### src/rtl/txrep_pkg.sv
package txrep_pkg;

  typedef enum logic [1:0] {
    ST_IDLE,
    ST_SEND,
    ST_GAP,
    ST_DONE
  } seqState_t;

  // strobes from control to FIFO datapath
  typedef struct packed {
    logic markStart;
    logic popByte;
    logic rewind;
    logic flush;
  } fifoCtl_t;

endpackage

### src/rtl/txrep_fifo.sv
module txrep_fifo
  import txrep_pkg::*;
#(
  parameter int DEPTH  = 16,
  parameter int DATA_W = 8
) (
  input  logic                     clk,
  input  logic                     rstN,
  input  logic                     wrEn,
  input  logic [DATA_W-1:0]        wrData,
  input  logic                     busy,
  input  fifoCtl_t                 ctl,
  output logic [DATA_W-1:0]        rdData,
  output logic                     empty,
  output logic [$clog2(DEPTH):0]   count
);

  localparam int PW = $clog2(DEPTH);

  logic [DATA_W-1:0] mem [DEPTH];
  logic [PW:0] wrPtr, rdPtr, startPtr;
  logic wrAccept;

  assign count    = wrPtr - rdPtr;
  assign empty    = (count == '0);
  assign wrAccept = wrEn && !busy && !ctl.flush && (count != (PW+1)'(DEPTH));
  assign rdData   = mem[rdPtr[PW-1:0]];

  always_ff @(posedge clk) begin
    if (wrAccept) mem[wrPtr[PW-1:0]] <= wrData;
  end

  always_ff @(posedge clk or negedge rstN) begin
    if (!rstN) begin
      wrPtr    <= '0;
      rdPtr    <= '0;
      startPtr <= '0;
    end else if (ctl.flush) begin
      wrPtr    <= '0;
      rdPtr    <= '0;
      startPtr <= '0;
    end else begin
      if (wrAccept)       wrPtr <= wrPtr + 1'b1;
      if (ctl.rewind)     rdPtr <= startPtr;
      else if (ctl.popByte) rdPtr <= rdPtr + 1'b1;
      if (ctl.markStart)  startPtr <= rdPtr;
    end
  end

endmodule

### src/rtl/txrep_ctrl.sv
module txrep_ctrl
  import txrep_pkg::*;
#(
  parameter int CFG_W  = 8,
  parameter int EXIT_W = 2
) (
  input  logic              clk,
  input  logic              rstN,
  input  logic              startTx,
  input  logic              fifoFlush,
  input  logic [CFG_W-1:0]  pktLen,
  input  logic [CFG_W-1:0]  pktNum,
  input  logic [CFG_W-1:0]  gapLen,
  input  logic              autoRestore,
  input  logic [EXIT_W-1:0] exitSel,
  input  logic              symStrobe,
  input  logic              byteReady,
  input  logic              fifoEmpty,
  output fifoCtl_t          ctl,
  output logic              txValid,
  output logic              busy,
  output logic              done,
  output logic [EXIT_W-1:0] exitCode,
  output logic              underflow
);

  localparam logic [CFG_W-1:0] ONE = CFG_W'(1);

  seqState_t state;
  logic [CFG_W-1:0] lenR, numR, gapR;
  logic [CFG_W-1:0] byteCnt, pktCnt, gapCnt;
  logic [EXIT_W-1:0] exitR;
  logic restoreR, ufR;
  logic handshake, lastByte, lastPkt, launch;

  assign launch    = (state == ST_IDLE) && startTx;
  assign txValid   = (state == ST_SEND) && !fifoEmpty;
  assign handshake = txValid && byteReady;
  assign lastByte  = (byteCnt == lenR - ONE);
  assign lastPkt   = (pktCnt == numR - ONE);

  always_comb begin
    ctl           = '0;
    ctl.markStart = launch;
    ctl.flush     = (state == ST_IDLE) && fifoFlush && !startTx;
    ctl.rewind    = handshake && lastByte && restoreR;
    ctl.popByte   = handshake && !(lastByte && restoreR);
  end

  always_ff @(posedge clk or negedge rstN) begin
    if (!rstN) begin
      state    <= ST_IDLE;
      lenR     <= ONE;
      numR     <= ONE;
      gapR     <= '0;
      exitR    <= '0;
      restoreR <= 1'b0;
      ufR      <= 1'b0;
      byteCnt  <= '0;
      pktCnt   <= '0;
      gapCnt   <= '0;
    end else begin
      unique case (state)
        ST_IDLE: begin
          if (launch) begin
            lenR     <= (pktLen == '0) ? ONE : pktLen;
            numR     <= (pktNum == '0) ? ONE : pktNum;
            gapR     <= gapLen;
            exitR    <= exitSel;
            restoreR <= autoRestore;
            ufR      <= 1'b0;
            byteCnt  <= '0;
            pktCnt   <= '0;
            state    <= ST_SEND;
          end
        end
        ST_SEND: begin
          if (fifoEmpty) begin
            ufR   <= 1'b1;
            state <= ST_DONE;
          end else if (handshake) begin
            if (lastByte) begin
              byteCnt <= '0;
              if (lastPkt) begin
                state <= ST_DONE;
              end else begin
                pktCnt <= pktCnt + ONE;
                gapCnt <= '0;
                state  <= (gapR == '0) ? ST_SEND : ST_GAP;
              end
            end else begin
              byteCnt <= byteCnt + ONE;
            end
          end
        end
        ST_GAP: begin
          if (symStrobe) begin
            if (gapCnt == gapR - ONE) state <= ST_SEND;
            else gapCnt <= gapCnt + ONE;
          end
        end
        ST_DONE: state <= ST_IDLE;
        default: state <= ST_IDLE;
      endcase
    end
  end

  assign busy      = (state != ST_IDLE);
  assign done      = (state == ST_DONE);
  assign exitCode  = exitR;
  assign underflow = ufR;

endmodule

### src/rtl/tx_repeat_seq.sv
module tx_repeat_seq
  import txrep_pkg::*;
#(
  parameter int DEPTH  = 16,
  parameter int DATA_W = 8,
  parameter int CFG_W  = 8,
  parameter int EXIT_W = 2
) (
  input  logic                   clk,
  input  logic                   rstN,
  input  logic                   wrEn,
  input  logic [DATA_W-1:0]      wrData,
  input  logic                   fifoFlush,
  input  logic                   startTx,
  input  logic [CFG_W-1:0]       pktLen,
  input  logic [CFG_W-1:0]       pktNum,
  input  logic [CFG_W-1:0]       gapLen,
  input  logic                   autoRestore,
  input  logic [EXIT_W-1:0]      exitSel,
  input  logic                   symStrobe,
  input  logic                   byteReady,
  output logic [DATA_W-1:0]      txByte,
  output logic                   txValid,
  output logic                   busy,
  output logic                   done,
  output logic [EXIT_W-1:0]      exitCode,
  output logic                   underflow,
  output logic [$clog2(DEPTH):0] fifoCount
);

  fifoCtl_t ctl;
  logic fifoEmpty;

  txrep_ctrl #(.CFG_W(CFG_W), .EXIT_W(EXIT_W)) u_ctrl (
    .clk(clk), .rstN(rstN), .startTx(startTx), .fifoFlush(fifoFlush),
    .pktLen(pktLen), .pktNum(pktNum), .gapLen(gapLen),
    .autoRestore(autoRestore), .exitSel(exitSel), .symStrobe(symStrobe),
    .byteReady(byteReady), .fifoEmpty(fifoEmpty), .ctl(ctl),
    .txValid(txValid), .busy(busy), .done(done), .exitCode(exitCode),
    .underflow(underflow)
  );

  txrep_fifo #(.DEPTH(DEPTH), .DATA_W(DATA_W)) u_fifo (
    .clk(clk), .rstN(rstN), .wrEn(wrEn), .wrData(wrData), .busy(busy),
    .ctl(ctl), .rdData(txByte), .empty(fifoEmpty), .count(fifoCount)
  );

endmodule

### config.mk
export PLATFORM = sky130hd
export DESIGN_NAME = tx_repeat_seq
export DESIGN_NICKNAME = d
export VERILOG_FILES = /design/src/rtl/txrep_pkg.sv /design/src/rtl/txrep_fifo.sv /design/src/rtl/txrep_ctrl.sv /design/src/rtl/tx_repeat_seq.sv
export SDC_FILE = /design/constraint.sdc
export NUM_CORES = 1
export LEC_CHECK = 0
export BUFFER_PORTS_ARGS = -buffer_cell sky130_fd_sc_hd__buf_2
export CORE_ASPECT_RATIO = 0.9
export CORE_MARGIN = 2
export CORE_UTILIZATION = 45
export DETAILED_ROUTE_END_ITERATION = 16
export GPL_TIMING_DRIVEN = 1
export MAX_ROUTING_LAYER = met4
export PLACE_DENSITY = 0.71
export REMOVE_ABC_BUFFERS = 1
export SLEW_MARGIN = 20
export SYNTH_ARGS = -nofsm -noshare
export SYNTH_HDL_FRONTEND = slang
export SYNTH_SLANG_ARGS = --single-unit
### constraint.sdc
create_clock -name clk -period 4.79 [get_ports clk]
set_clock_uncertainty 0.15 [all_clocks]
set_input_delay 0.2395 -clock clk [delete_from_list [all_inputs] [get_ports clk]]
set_output_delay 0.2395 -clock clk [all_outputs]
set_load 0.005 [all_outputs]
==> impl_results.md <==
- Status: complete, no violations
- # setup viols final: 0
- Avg WL per Cell: 18.0 µm
- Rows: 49
- Hold buffers post-CTS: 28
- Final ANT Viol Nets: 0
- Fmax: 0.251 GHz
- Clock sink count: 197
- Max Cap Viol: 0
- Synth top area cells: edfxtp_1 42%, dfrtp_1 18%, mux4_2 9.8%
- Dpl hpwl: 12.5 mm
- CTS buffer count: 17
- Worst Slack Setup Final: 800 ps
- Root Buffer: clkbuf_16
- Post-CTS Setup Repair Bufs: 0
- First-pass GRT wire length: 31.3 mm
- Worst skew pair latency: 430 ps
- Final Max Slew Viols: 0
- DRC violations left: 0
- Number of global-route vias before repair: 5901
- Drt pass-1 iters: 5
- Htree depth: 4
- Critical Path Sink Type: flip-flop
- First-iteration detailed-routing DRC count: 565
- Post-synth cell types: 66
- Cell Area, Synth: 0.00916 mm²
- Final Routed Wirelength: 18.9 mm
- Core ar.: 0.0200 mm²
- Largest net degree at the start of global routing: 62
- Min-Delay Path Class: primary input to flip-flop
- Port bufs: 60
- IO Count: 61
- Top cells by count, synth: 128 x edfxtp_1, 94 x nand2_1, 67 x dfrtp_1
- Critical path class: flip-flop to flip-flop
- Vias per std cell: 5.55
- Min Clock Period, post-route: 3990 ps
- Initial Utilization: 45.8%
- Slew HR: 34.1%
- FILL cells: 1630
- Slew @ Worst Pin: 987 ps
- Worst reg2reg setup slack: 800 ps
- Initial antenna violation count: 0
- CP Data Arrival Time: 3900 ps
- Type of origin of the critical path: flip-flop
- Most used flip-flop cell after synthesis: edfxtp_1
- Post-CTS sizing: 0
- Hold Path Cell Cnt: 3
- Total number of vias: 5817
- Layout area overhead: 15.7%
- Post-synth EDFFs: 128
- Top-count cell post-synth: edfxtp_1
- DIE AREA: 0.0215 mm²
- RSZ-0062 raised after global routing: no
- Hold Violations, Final: 0
- Static Leak: 4.04 nW
- Fin crit share: 83.3%
- Area leader, netlist: edfxtp_1
- Worst-path clk slew: 70 ps
- Layout cells sized above 1: 19.8%
- Reg2Reg Depth: 8
- Fin nets: 840
- Yosys warns: 0
- GRT overflow: 0
- Die width: 154 µm
- Max FO, Critical Path: 11
- Place WS: 862 ps
- Ant. Diodes: 0
- Peak VDD IR: 0.000289 V
- Required @ worst endpoint: 4700 ps
- Area fraction of the dominant cell type after synthesis: 42.0%
- Mapped Cells: 693
- Seq/Total Area, Yosys: 60.8%
- Seq cells post-synth: 197
- Largest buffer count on any clock path: 2
- Placer Congestion: 0.816
- Async SR Flop Fraction: 35.0%
- Total Neg Setup Slack: 0 ps
- CTS tree: done
- Syn Area/Cell: 13.2 µm²
- Power Density: 544 mW/mm²
- Die Ht: 139 µm
- GRT Overall Usage: 19.3%
==> placed cells by master, fill, tap and decap left out, types with 9 or more instances in the layout <==
cell type / count
edfxtp_1: 128
nand2_1: 94
dfrtp_1: 66
buf_2: 60
nor2_1: 52
mux4_2: 40
dlygate4sd3_1: 28
inv_1: 27
o21ai_0: 26
xnor2_1: 22
a21oi_1: 19
nand3_1: 17
clkbuf_16: 17
xor2_1: 16
ha_1: 16
nor3_1: 14
a31oi_1: 9
==> layout make-up <==
type / instances / area [µm²] / area share [%]
clock buffer: 18 / 429 / 4.05
clock inverter: 14 / 188 / 1.77
inverter: 27 / 101 / 0.956
multi-input combinational: 442 / 3350 / 31.6
sequential: 197 / 5570 / 52.6
tap: 255 / 319 / 3.01
timing repair buffer: 96 / 641 / 6.04
==> cell families (layout without fill, tap and decap cells) <==
group | Yosys count | after routing | synth area share, %
xor+xnor | 38 | 38 | 3.63
mux | 44 | 44 | 10.3
fa+ha+maj | 17 | 17 | 2.40
simple gates | 251 | 251 | 13.6
buf+inv | 54 | 155 | 2.59
flops | 197 | 197 | 60.8
compound gates | 92 | 92 | 6.69
==> worst max-delay path: stages (launching register included) <==
cell,delay (ps)
dfrtp_1,610
inv_1,180
ha_1,380
a21oi_1,170
a21boi_0,130
or2_2,330
a31oi_1,660
nand2_1,280
nor2_1,720
==> registers in the layout, indices dropped and copies added (netlist names), 5 cells and up <==
register         flops
u_ctrl.pktCnt        8
u_fifo.rdPtr         5
u_ctrl.gapR          8
u_ctrl.lenR          8
u_fifo.wrPtr         5
u_ctrl.gapCnt        8
u_fifo.startPtr      5
u_ctrl.byteCnt       8
u_ctrl.numR          8
u_fifo.mem         128
==> metrics by stage <==
stage	power [mW]	area, µm²	utilization, %	hold slack (ps)	cells
2_1_floorplan	3.71	9020	-	-206	666
3_3_place_gp	4.28	9710	48.6	-57.6	989
3_5_place_dp	4.31	9710	48.6	-55.7	989
4_1_cts	5.81	10600	53.0	13.9	1049
5_1_grt	6.14	10600	53.0	33.7	1049
6_report	5.77	10600	53.0	19.3	1049
==> path summary, 6_finish.rpt <==
check | start | endpoint
max in group asynchronous | rstN | u_fifo.rdPtr[0]$_DFFE_PN0P_
setup reg to reg | u_fifo.rdPtr[2]$_DFFE_PN0P_ | u_fifo.mem[9][6]$_DFFE_PP_
hold / removal | symStrobe | u_ctrl.state[0]$_DFFE_PN0P_
setup / recovery | u_fifo.rdPtr[2]$_DFFE_PN0P_ | u_fifo.mem[9][6]$_DFFE_PP_
min in group asynchronous | rstN | u_ctrl.lenR[6]$_DFFE_PN0P_
hold reg to reg | u_ctrl.exitCode[1]$_DFFE_PN0P_ | u_ctrl.exitCode[1]$_DFFE_PN0P_
==> layer usage <==
metal	vias to the layer above	GRT usage (%)	share of wire, %
met2	136	28.6	46
met3	32	4.30	5.8
li1	2754	-	-
met1	2895	26.8	46
met5	-	-	0
met4	0	6.04	2.0
==> where the power goes <==
group          total [mW]  leakage [nW]  internal, mW  switching (mW)
clock                1.47         0.293         0.796           0.671
sequential           2.30          2.03          2.04           0.261
combinational        2.00          1.71         0.934            1.07
Power figures use the tool's default switching activity.
